==> src/rtl/pwm_modtimer_pkg.sv <==
package pwm_modtimer_pkg;

    typedef enum logic [1:0] {
        REG_CTRL  = 2'd0,
        REG_MOD   = 2'd1,
        REG_WIDTH = 2'd2,
        REG_SPARE = 2'd3
    } reg_sel_e;

    localparam int CTRL_SEL_LSB = 0;
    localparam int CTRL_OVF_IE  = 4;
    localparam int CTRL_CMP_IE  = 5;

    localparam int FLG_OVF   = 0;
    localparam int FLG_CMP   = 1;
    localparam int NUM_FLAGS = 2;

endpackage

==> src/rtl/pwm_prescaler.sv <==
module pwm_prescaler #(
    parameter int SEL_W   = 3,
    parameter int MAX_LOG = 6
) (
    input  logic             clk,
    input  logic             rst,
    input  logic [SEL_W-1:0] sel,
    output logic             tick
);
    localparam int PSC_W = MAX_LOG;

    typedef struct packed {
        logic [PSC_W-1:0] acc;
    } psc_state_t;

    psc_state_t st_d, st_q;
    logic [SEL_W-1:0] eff_sel;
    logic [PSC_W:0]   span;
    logic [PSC_W-1:0] mask;

    always_comb begin
        eff_sel = (sel > SEL_W'(MAX_LOG)) ? SEL_W'(MAX_LOG) : sel;
        span    = (PSC_W+1)'(1) << eff_sel;
        mask    = PSC_W'(span - (PSC_W+1)'(1));
        tick    = ((st_q.acc & mask) == mask);
        st_d.acc = st_q.acc + PSC_W'(1);
    end

    always_ff @(posedge clk) begin
        if (rst) st_q <= '0;
        else     st_q <= st_d;
    end
endmodule

==> src/rtl/pwm_counter.sv <==
module pwm_counter #(
    parameter int CNT_W = 16
) (
    input  logic             clk,
    input  logic             rst,
    input  logic             tick,
    input  logic [CNT_W-1:0] mod_val,
    output logic [CNT_W-1:0] cnt,
    output logic [CNT_W-1:0] cnt_nxt,
    output logic             ovf_evt
);
    typedef struct packed {
        logic [CNT_W-1:0] cnt;
    } cnt_state_t;

    cnt_state_t st_d, st_q;

    always_comb begin
        st_d    = st_q;
        ovf_evt = tick && (st_q.cnt == mod_val);
        if (ovf_evt)   st_d.cnt = '0;
        else if (tick) st_d.cnt = st_q.cnt + CNT_W'(1);
        cnt_nxt = st_d.cnt;
        cnt     = st_q.cnt;
    end

    always_ff @(posedge clk) begin
        if (rst) st_q <= '0;
        else     st_q <= st_d;
    end
endmodule

==> src/rtl/pwm_channel.sv <==
module pwm_channel #(
    parameter int CNT_W = 16
) (
    input  logic             clk,
    input  logic             rst,
    input  logic             tick,
    input  logic             ovf_evt,
    input  logic [CNT_W-1:0] cnt_nxt,
    input  logic [CNT_W-1:0] width,
    output logic             pin,
    output logic             cmp_evt
);
    typedef struct packed {
        logic pin;
    } ch_state_t;

    ch_state_t st_d, st_q;

    always_comb begin
        st_d    = st_q;
        cmp_evt = tick && (cnt_nxt == width);
        if (cmp_evt)      st_d.pin = 1'b0;
        else if (ovf_evt) st_d.pin = 1'b1;
        pin = st_q.pin;
    end

    always_ff @(posedge clk) begin
        if (rst) st_q <= '0;
        else     st_q <= st_d;
    end
endmodule

==> src/rtl/pwm_flags.sv <==
module pwm_flags #(
    parameter int NF = 2
) (
    input  logic          clk,
    input  logic          rst,
    input  logic [NF-1:0] set,
    input  logic [NF-1:0] clr,
    input  logic [NF-1:0] en,
    output logic [NF-1:0] flag,
    output logic [NF-1:0] irq
);
    typedef struct packed {
        logic [NF-1:0] flag;
    } flg_state_t;

    flg_state_t st_d, st_q;

    for (genvar i = 0; i < NF; i++) begin : g_flag
        always_comb begin
            st_d.flag[i] = set[i] | (st_q.flag[i] & ~clr[i]);
            flag[i]      = st_q.flag[i];
            irq[i]       = st_q.flag[i] & en[i];
        end
    end

    always_ff @(posedge clk) begin
        if (rst) st_q <= '0;
        else     st_q <= st_d;
    end
endmodule

==> src/rtl/pwm_modtimer.sv <==
module pwm_modtimer
    import pwm_modtimer_pkg::*;
#(
    parameter int CNT_W   = 16,
    parameter int SEL_W   = 3,
    parameter int MAX_LOG = 6
) (
    input  logic             clk,
    input  logic             rst,
    input  logic             wr_en,
    input  logic [1:0]       wr_addr,
    input  logic [CNT_W-1:0] wr_data,
    input  logic             clr_ovf,
    input  logic             clr_cmp,
    output logic [CNT_W-1:0] count_o,
    output logic             pwm_out,
    output logic             ovf_flag,
    output logic             cmp_flag,
    output logic             ovf_irq,
    output logic             cmp_irq
);
    typedef struct packed {
        logic [SEL_W-1:0] sel;
        logic             ovf_ie;
        logic             cmp_ie;
        logic [CNT_W-1:0] mod_val;
        logic [CNT_W-1:0] width;
    } cfg_t;

    cfg_t cfg_d, cfg_q;

    always_comb begin
        cfg_d = cfg_q;
        if (wr_en) begin
            unique case (reg_sel_e'(wr_addr))
                REG_CTRL: begin
                    cfg_d.sel    = wr_data[CTRL_SEL_LSB +: SEL_W];
                    cfg_d.ovf_ie = wr_data[CTRL_OVF_IE];
                    cfg_d.cmp_ie = wr_data[CTRL_CMP_IE];
                end
                REG_MOD:   cfg_d.mod_val = wr_data;
                REG_WIDTH: cfg_d.width   = wr_data;
                REG_SPARE: ;
            endcase
        end
    end

    always_ff @(posedge clk) begin
        if (rst) begin
            cfg_q         <= '0;
            cfg_q.mod_val <= '1;
        end else begin
            cfg_q <= cfg_d;
        end
    end

    logic             tick;
    logic             ovf_evt;
    logic             cmp_evt;
    logic [CNT_W-1:0] cnt_nxt;
    logic [CNT_W-1:0] mod_q;
    logic [CNT_W-1:0] width_q;
    logic [NUM_FLAGS-1:0] fl_set, fl_clr, fl_en, fl_q, fl_irq;

    assign mod_q   = cfg_q.mod_val;
    assign width_q = cfg_q.width;

    pwm_prescaler #(.SEL_W(SEL_W), .MAX_LOG(MAX_LOG)) u_psc (
        .clk(clk), .rst(rst), .sel(cfg_q.sel), .tick(tick)
    );

    pwm_counter #(.CNT_W(CNT_W)) u_cnt (
        .clk(clk), .rst(rst), .tick(tick), .mod_val(mod_q),
        .cnt(count_o), .cnt_nxt(cnt_nxt), .ovf_evt(ovf_evt)
    );

    pwm_channel #(.CNT_W(CNT_W)) u_ch (
        .clk(clk), .rst(rst), .tick(tick), .ovf_evt(ovf_evt),
        .cnt_nxt(cnt_nxt), .width(width_q), .pin(pwm_out), .cmp_evt(cmp_evt)
    );

    always_comb begin
        fl_set          = '0;
        fl_clr          = '0;
        fl_en           = '0;
        fl_set[FLG_OVF] = ovf_evt;
        fl_set[FLG_CMP] = cmp_evt;
        fl_clr[FLG_OVF] = clr_ovf;
        fl_clr[FLG_CMP] = clr_cmp;
        fl_en[FLG_OVF]  = cfg_q.ovf_ie;
        fl_en[FLG_CMP]  = cfg_q.cmp_ie;
    end

    pwm_flags #(.NF(NUM_FLAGS)) u_flg (
        .clk(clk), .rst(rst), .set(fl_set), .clr(fl_clr), .en(fl_en),
        .flag(fl_q), .irq(fl_irq)
    );

    assign ovf_flag = fl_q[FLG_OVF];
    assign cmp_flag = fl_q[FLG_CMP];
    assign ovf_irq  = fl_irq[FLG_OVF];
    assign cmp_irq  = fl_irq[FLG_CMP];
endmodule

==> config.mk <==
export PLATFORM = sky130hd
export DESIGN_NAME = pwm_modtimer
export DESIGN_NICKNAME = d
export VERILOG_FILES = /design/src/rtl/pwm_modtimer_pkg.sv /design/src/rtl/pwm_prescaler.sv /design/src/rtl/pwm_counter.sv /design/src/rtl/pwm_channel.sv /design/src/rtl/pwm_flags.sv /design/src/rtl/pwm_modtimer.sv
export SDC_FILE = /design/constraint.sdc
export NUM_CORES = 1
export LEC_CHECK = 0
export ABC_CLOCK_PERIOD_IN_PS = 4180
export BUFFER_PORTS_ARGS = -buffer_cell sky130_fd_sc_hd__buf_2
export CORE_MARGIN = 3
export CORE_UTILIZATION = 63
export DETAILED_ROUTE_END_ITERATION = 12
export GPL_TIMING_DRIVEN = 1
export HOLD_SLACK_MARGIN = 0.15
export PLACE_DENSITY = 0.92
export SKIP_CTS_REPAIR_TIMING = 1
export SYNTH_ARGS = -nofsm -noshare
export SYNTH_HDL_FRONTEND = slang
export SYNTH_SLANG_ARGS = --single-unit
==> constraint.sdc <==
create_clock -name clk -period 4.18 [get_ports clk]
set_input_delay 0.209 -clock clk [delete_from_list [all_inputs] [get_ports clk]]
set_output_delay 0.209 -clock clk [all_outputs]
set_load 0.01 [all_outputs]
==> summary.txt, run 1 <==
Routing
  – Via count: roughly 3,400
  – Avg Vias per Cell: between 6 and 7
  – TritonRoute pass-1 iters: 6
  – Routed len/inst: 18.2 um
  – Initial DRC count: about 430
  – Antenna Nets Post-Route: 0
  – DRT Wirelength: 9.92 mm
  – Drt drc: 0

STA
  – Total Neg Setup Slack: 0 ps
  – Fin crit period: about 3200 ps
  – Pins Over Slew Limit: 0
  – Worst slew pin tran: between 800 and 900 ps
  – Crit share post-route: about three quarters
  – Setup violations, final: 0
  – Rel. slew slack: approximately two fifths
  – Setup Skew: approximately 12 ps
  – Final Worst Setup Slack: slightly below 1000 ps
  – RSZ-0062 raised after global routing: no
  – Max Clk Rate: about 310 MHz
  – Final Hold Fails: 0

Power and ir drop
  – Pleak: 1.59 nW
  – VDD IR max: just under 300 uV
  – Power Dens Cells: ~330 nW/um^2
  – Power Total: 0.00132 W

CTS
  – Clock slew at reported path FFs: 70 ps
  – CTS tree: yes
  – Clk Latency, worst-skew pair: around 360 ps
  – Clock Path Buffers: 2
  – Clock Sinks: 62
  – Root Driver: clkbuf_8
  – H-Tree Depth: 3
  – TritonCTS Buffers: 9

Logic synthesis
  – Cells after Synth: roughly 420
  – Top FF cell, synth: dfxtp_1
  – Yosys warns: 0
  – Seq/Total Area, Yosys: 35.5%
  – Avg Inst Size Synth: ~8.3 um^2
  – EDFF count, synth: 0
  – Async set-reset flop share out of synthesis: 0%
  – Cell Area, Synth: roughly 3500 um^2
  – Synth Net Count: ~450
  – Cell variety after synth: 65
  – Yosys reg bits: slightly above 60

Worst hold path
  – Hold EP: width_q[0]
  – Worst hold path class: in2reg
  – Worst hold stages: 3
  – Min-delay src: wr_data[0]

Worst setup path
  – Kind of critical path: reg2reg
  – RR Startpoint: u_cnt.cnt[2]
  – R2R Setup Slk: just under 1000 ps
  – FF-to-FF End: u_flg.flag[1]
  – Critical Path RT: around 4500 ps
  – CP Max Fanout: 16
  – CP Launch Type: register
  – Setup crit end kind: register
  – Crit path DAT: between 3000 and 4000 ps
  – R2R depth: 8

Layout
  – Antenna Cells: 0
  – Most frequent cells in the layout: nand2_1 (81), dfxtp_1 (62), buf_2 (43)
  – Most common library cell in the layout ignoring fill and taps: nand2_1
  – Layout net count: around 500
  – Final Non-Filler Cells: roughly 550
  – Share of cells above drive strength 1: approximately 17%
  – Final Instance Area: 4030 um^2
  – Layout overhead on the synthesized area: 15.2%

Floorplan
  – Die area: between 6000 and 7000 um^2
  – Starting density of the core: 66.8%
  – Row cnt: 26
  – Die Y: between 80 and 90 um
  – IO Pins: 44
  – Core ar.: roughly 5200 um^2
  – Chip width: 80.5 um

Place
  – Placer Congestion: ~1.0
  – Worst slack, placed: 1080 ps
  – Placed cell area: around 3700 um^2
  – Detailed placement HPWL: 6.73 mm
  – Port bufs: 43
  – Dpl cells: ~510

GRT
  – All-Layer GR Usage: a little under a third
  – Grt total ovfl: 0
  – Pin count of the biggest net entering global routing: 34
  – Initial antenna violation count: 0
  – Vias in the first global route: 3,004
  – First-pass GRT wire length: roughly 15 mm

Status
  – Status: completed

Run
  – Max-cap violations: 0
cells by family (layout without fill, tap and decap cells):
logic type               count (synthesis)  after routing  synth area share (%)
AO/OA/AOI/OAI                           68             68                  15.2
multiplexers                            10             10                  2.86
XOR/XNOR                                34             34                  8.93
flip-flops                              62             62                  35.5
buffers and inverters                   29             82                  4.47
adder cells (fa/ha/maj)                  2              2                 0.715
AND/OR/NAND/NOR                        217            217                  32.3
area by class of cell:
| type | count | area (um^2) |
|---|---|---|
| clock buffers | 12 | 155 |
| multi-input cells | 331 | 2110 |
| flip-flops and latches | 62 | 1240 |
| clock inverters | 3 | 20.0 |
| repair buffers | 62 | 398 |
| fillers | 367 | 1200 |
| well taps | 70 | 87.6 |
| inverters | 5 | 18.8 |
synth_stat cells, types with 3 or more instances:
master	n	area, um^2
or3_1	5	31.3
nand3_1	30	150
or4_1	4	30.0
and3_1	6	37.5
a31oi_1	5	31.3
nor3b_1	4	30.0
mux2i_1	10	100
o21ai_0	6	30.0
clkbuf_1	14	52.6
xnor2_1	25	219
nand2_1	81	304
nand4_1	11	68.8
nor2_1	31	116
and4_1	4	35.0
dfxtp_1	62	1240
buf_6	5	56.3
nor4_1	5	31.3
a2111oi_4	3	82.6
nor3_1	3	15.0
nor2b_1	5	31.3
o22ai_1	3	18.8
a21oi_1	29	145
xor2_1	8	70.1
nand2b_1	8	50.1
inv_1	5	18.8
worst max-delay path: stages, from the launching register on:
cell,delay (ps)
dfxtp_1,610
xnor2_1,190
nand4_1,170
nor4_4,810
o21ai_2,160
xor2_1,170
a2111o_1,450
a2111oi_4,350
a31o_1,190
worst max-delay path by stage:
stage	start	endpoint	cells past startpoint
2_1_floorplan	u_cnt.cnt[0]	u_flg.flag[1]	9
3_3_place_gp	u_cnt.cnt[0]	u_flg.flag[1]	9
3_5_place_dp	u_cnt.cnt[2]	u_ch.pin	8
4_1_cts	u_cnt.cnt[2]	u_flg.flag[1]	8
5_1_grt	u_cnt.cnt[2]	u_flg.flag[1]	8
6_report	u_cnt.cnt[2]	u_flg.flag[1]	8
state kept, by name (all words and copies together), names as in the netlist:
register	flops
u_ch.pin	1
width_q	16
u_flg.flag	2
cfg_q	5
u_psc.st_q	6
u_cnt.cnt	16
mod_q	16
report_power, final:
| part | leakage (nW) | internal (W) | total [W] | switching (W) |
|---|---|---|---|---|
| sequential | 0.505 | 0.000613 | 0.000645 | 0.0000323 |
| clock | 0.0845 | 0.000243 | 0.000487 | 0.000244 |
| combinational | 0.996 | 0.0000866 | 0.000185 | 0.0000981 |
| total | 1.59 | 0.000943 | 0.00132 | 0.000374 |
routing by layer:
layer | GRT usage [%] | vias to the layer above | share of wire [%]
met5 | 0 | - | 0
met4 | 14.5 | 0 | 4.3
met3 | 4.82 | 40 | 8.8
met2 | 47.4 | 198 | 45
met1 | 41.9 | 1563 | 42
li1 | - | 1583 | -
metrics by stage:
stage | hold WS, ps | utilization (%)
floorplan | 333 | -
CTS | 78.1 | 73.9
detailed placement | 438 | 70.6
global route | 161 | 77.0
global placement | 434 | 70.6
finish | 129 | 77.0
Note: power is estimated with default switching activity, not from simulation.
==> inputs of run 2 (changes only) <==
--- a/config.mk
+++ b/config.mk
@@ -5,14 +5,15 @@
 export SDC_FILE = /design/constraint.sdc
 export NUM_CORES = 1
 export LEC_CHECK = 0
-export ABC_CLOCK_PERIOD_IN_PS = 4180
+export ABC_AREA = 1
+export ABC_CLOCK_PERIOD_IN_PS = 3100
 export BUFFER_PORTS_ARGS = -buffer_cell sky130_fd_sc_hd__buf_2
 export CORE_MARGIN = 3
-export CORE_UTILIZATION = 63
+export CORE_UTILIZATION = 58
 export DETAILED_ROUTE_END_ITERATION = 12
 export GPL_TIMING_DRIVEN = 1
 export HOLD_SLACK_MARGIN = 0.15
-export PLACE_DENSITY = 0.92
+export PLACE_DENSITY = 0.86
 export SKIP_CTS_REPAIR_TIMING = 1
 export SYNTH_ARGS = -nofsm -noshare
 export SYNTH_HDL_FRONTEND = slang
==> constraint.sdc (replaced) <==
create_clock -name clk -period 3.1 [get_ports clk]
set_input_delay 0.155 -clock clk [delete_from_list [all_inputs] [get_ports clk]]
set_output_delay 0.155 -clock clk [all_outputs]
set_load 0.01 [all_outputs]
==> run 2 against run 1 <==
- setup slack lost 360 ps
- cell count increased by 24%
- core utilization is 4.7 points lower
- combinational power is 32% higher
- via count rose by 8.2%
- critical path depth rose by 7
- fmax increased by 29%
- die area grew 5.6%
- sequential power grew 33%
- critical endpoint is now u_ch.pin
- largest cell class unchanged
- largest power group is now the clock network
- highest routed layer unchanged
==> summary.txt, run 2 <==
STA
  – Pins Over Slew Limit: 0 (unchanged)
  – Rel. slew slack: 47.2% (was 40.4%)
  – Setup Skew: 10.7 ps (was 12.5 ps)
  – Max Clk Rate: 406 MHz (was 314 MHz)
  – Crit share post-route: 79.5% (was 76.3%)
  – Final Hold Fails: 0 (unchanged)
  – Fin crit period: 2460 ps (was 3190 ps)
  – RSZ-0062 raised after global routing: no (unchanged)
  – Total Neg Setup Slack: 0 ps (unchanged)
  – Setup violations, final: 0 (unchanged)
  – Worst slew pin tran: 791 ps (was 887 ps)
  – Fin Hold WS: 101 ps (was 129 ps)

Routing
  – Drt drc: 0 (unchanged)
  – Initial DRC count: 388 (was 432)
  – Via count: 3,661 (was 3,384)
  – Avg Vias per Cell: 5.41 (was 6.21)
  – DRT Wirelength: 9.84 mm (was 9.92 mm)
  – TritonRoute pass-1 iters: 5 (was 6)
  – Routed len/inst: 14.5 um (was 18.2 um)
  – Antenna Nets Post-Route: 0 (unchanged)

Logic synthesis
  – Top FF cell, synth: dfxtp_1 (unchanged)
  – Yosys reg bits: 62 (unchanged)
  – Async set-reset flop share out of synthesis: 0% (unchanged)
  – Cells after Synth: 546 (was 422)
  – Cell Area, Synth: 3420 um^2 (was 3500 um^2)
  – Cell variety after synth: 26 (was 65)
  – Yosys warns: 0 (unchanged)
  – Cell with the most instances after synthesis: nand2_1 (unchanged)
  – Synth Net Count: 571 (was 447)
  – Seq/Total Area, Yosys: 36.3% (was 35.5%)
  – Top cells by count, synth: nand2_1 (209), nor2_1 (64), dfxtp_1 (62), inv_1 (60), o21ai_0 (26) (was nand2_1 (81), dfxtp_1 (62), nor2_1 (31), nand3_1 (30), a21oi_1 (29))
  – EDFF count, synth: 0 (unchanged)
  – Synth area leaders: dfxtp_1 (36%), nand2_1 (23%), nor2_1 (7.0%) (was dfxtp_1 (35%), nand2_1 (8.7%), xnor2_1 (6.3%))
  – Avg Inst Size Synth: 6.26 um^2 (was 8.30 um^2)
  – Synth area leader: dfxtp_1 (unchanged)
  – Yosys top cell area share: 36.3% (was 35.5%)

Layout
  – Most frequent cells in the layout: nand2_1 (209), nor2_1 (64), dfxtp_1 (62) (was nand2_1 (81), dfxtp_1 (62), buf_2 (43))
  – Layout net count: 625 (was 496)
  – Layout overhead on the synthesized area: 18.6% (was 15.2%)
  – Antenna Cells: 0 (unchanged)
  – Most common library cell in the layout ignoring fill and taps: nand2_1 (unchanged)
  – Share of cells above drive strength 1: 14.7% (was 17.1%)

Power and ir drop
  – Pleak: 1.94 nW (was 1.59 nW)
  – Power Dens Cells: 500 nW/um^2 (was 327 nW/um^2)
  – VDD IR max: 387 uV (was 296 uV)

Place
  – Placer Congestion: 1.00 (was 1.02)
  – Detailed placement HPWL: 6.50 mm (was 6.73 mm)
  – Port bufs: 43 (unchanged)

Floorplan
  – Chip width: 82.8 um (was 80.5 um)
  – Starting density of the core: 60.9% (was 66.8%)
  – Core ar.: 5610 um^2 (was 5240 um^2)
  – Row cnt: 27 (was 26)
  – Die Y: 82.8 um (was 80.5 um)
  – Die area: 6850 um^2 (was 6490 um^2)
  – IO Pins: 44 (unchanged)

GRT
  – Vias in the first global route: 3,287 (was 3,004)
  – Pin count of the biggest net entering global routing: 35 (was 34)
  – Initial antenna violation count: 0 (unchanged)
  – GRT Max-Usage Layer: met2 (unchanged)
  – GRT met1 Usage: 40.5% (was 41.9%)
  – Grt met3 use: 6.40% (was 4.82%)
  – All-Layer GR Usage: 30.1% (was 30.8%)
  – Grt total ovfl: 0 (unchanged)
  – GR Util met2: 45.8% (was 47.4%)
  – First-pass GRT wire length: 15.5 mm (was 15.1 mm)

CTS
  – Clock Sinks: 62 (unchanged)
  – CTS tree: yes (unchanged)
  – Root Driver: clkbuf_8 (unchanged)
  – TritonCTS Buffers: 9 (unchanged)
  – Clock slew at reported path FFs: 80 ps (was 70 ps)
  – Clk Latency, worst-skew pair: 350 ps (was 360 ps)
  – H-Tree Depth: 3 (unchanged)
  – Clock Path Buffers: 2 (unchanged)

Worst setup path
  – WP buf/inv: 1 (was 0)
  – Crit path from: u_cnt.cnt[0] (was u_cnt.cnt[2])
  – CP max-delay cell: dfxtp_1 (was nor4_4)
  – CP Max Fanout: 8 (was 16)
  – Setup crit end kind: register (unchanged)
  – Top delay family on crit path: simple AND/OR/NAND/NOR gates (was compound AO/OA/AOI/OAI gates)
  – CP cell instances: ha_1 > nand2_1 > nor2_2 > xor2_1 > nand3_1 > nand2_1 > nand2_1 > nand2_1 > nand2_1 > nor2_1 > nand2_1 > nor2_1 > nand3_2 > nand2_1 > inv_1 (was xnor2_1 > nand4_1 > nor4_4 > o21ai_2 > xor2_1 > a2111o_1 > a2111oi_4 > a31o_1)
  – Kind of critical path: reg2reg (unchanged)
  – Most common cell on crit path: nand2_1
  – Largest stage delay on the critical path: 480 ps (was 810 ps)
  – RR Startpoint: u_cnt.cnt[0] (was u_cnt.cnt[2])
  – CP Launch Type: register (unchanged)
  – Critical Path RT: 3350 ps (was 4470 ps)
  – Crit path DAT: 2720 ps (was 3480 ps)

Status
  – Status: completed (unchanged)

Run
  – Max-cap violations: 0 (unchanged)

Worst hold path
  – Min-delay src: wr_data[5] (was wr_data[0])
  – Worst hold path class: in2reg (unchanged)
-- run 2: metrics by stage --
step | instance area [um^2] | power (W) | instances | setup WS (ps) | util (%)
CTS | 3890 | 0.00200 | 661 | 693 | 69.4
floorplan | 3420 | 0.00103 | 546 | 1120 | -
global placement | 3640 | 0.00109 | 645 | 776 | 64.9
detailed placement | 3640 | 0.00110 | 645 | 758 | 64.9
global route | 4050 | 0.00209 | 677 | 318 | 72.3
finish | 4050 | 0.00203 | 677 | 635 | 72.3
-- run 2: per-layer routing --
layer	share of wire [%]	vias up
met2	45	182
met3	8.5	37
met4	3.7	0
li1	-	1801
met5	0	-
met1	43	1641
-- run 2: worst register-to-register path, cell delays in order (launching register included) --
cell     delay, ps
dfxtp_1        480
ha_1           290
nand2_1        130
nor2_2         290
xor2_1         200
nand3_1         90
nand2_1        120
nand2_1         90
nand2_1        120
nand2_1         70
nor2_1         100
nand2_1         50
nor2_1         120
nand3_2        100
nand2_1         70
inv_1           40
-- run 2: area by class of cell --
type	instances	area (um^2)
clock buffer	11	151
fill	500	1550
timing repair buffer	62	398
multi-input combinational	395	1810
sequential	62	1240
tap	72	90.1
inverter	70	263
clock inverter	5	105
-- run 2: report_power, final --
group | total, W | switching (W) | internal [W] | leakage, nW
registers | 0.000860 | 0.0000296 | 0.000831 | 0.506
logic | 0.000244 | 0.000153 | 0.0000906 | 1.32
clock network | 0.000922 | 0.000344 | 0.000578 | 0.122
total | 0.00203 | 0.000527 | 0.00150 | 1.94
-- run 2: logic make-up after synthesis --
family / share of synthesized area [%]
flip-flops: 36.3
AND/OR/NAND/NOR: 38.6
buffers and inverters: 11.0
adder cells (fa/ha/maj): 0.732
XOR/XNOR: 2.31
AO/OA/AOI/OAI: 11.0
-- run 2: worst paths after layout --
kind                      to  slack, ps  cells after the start
setup / recovery    u_ch.pin        640                     15
hold / removal      mod_q[5]        100                      3
setup reg to reg    u_ch.pin        640                     15
hold reg to reg   width_q[1]        470                      2
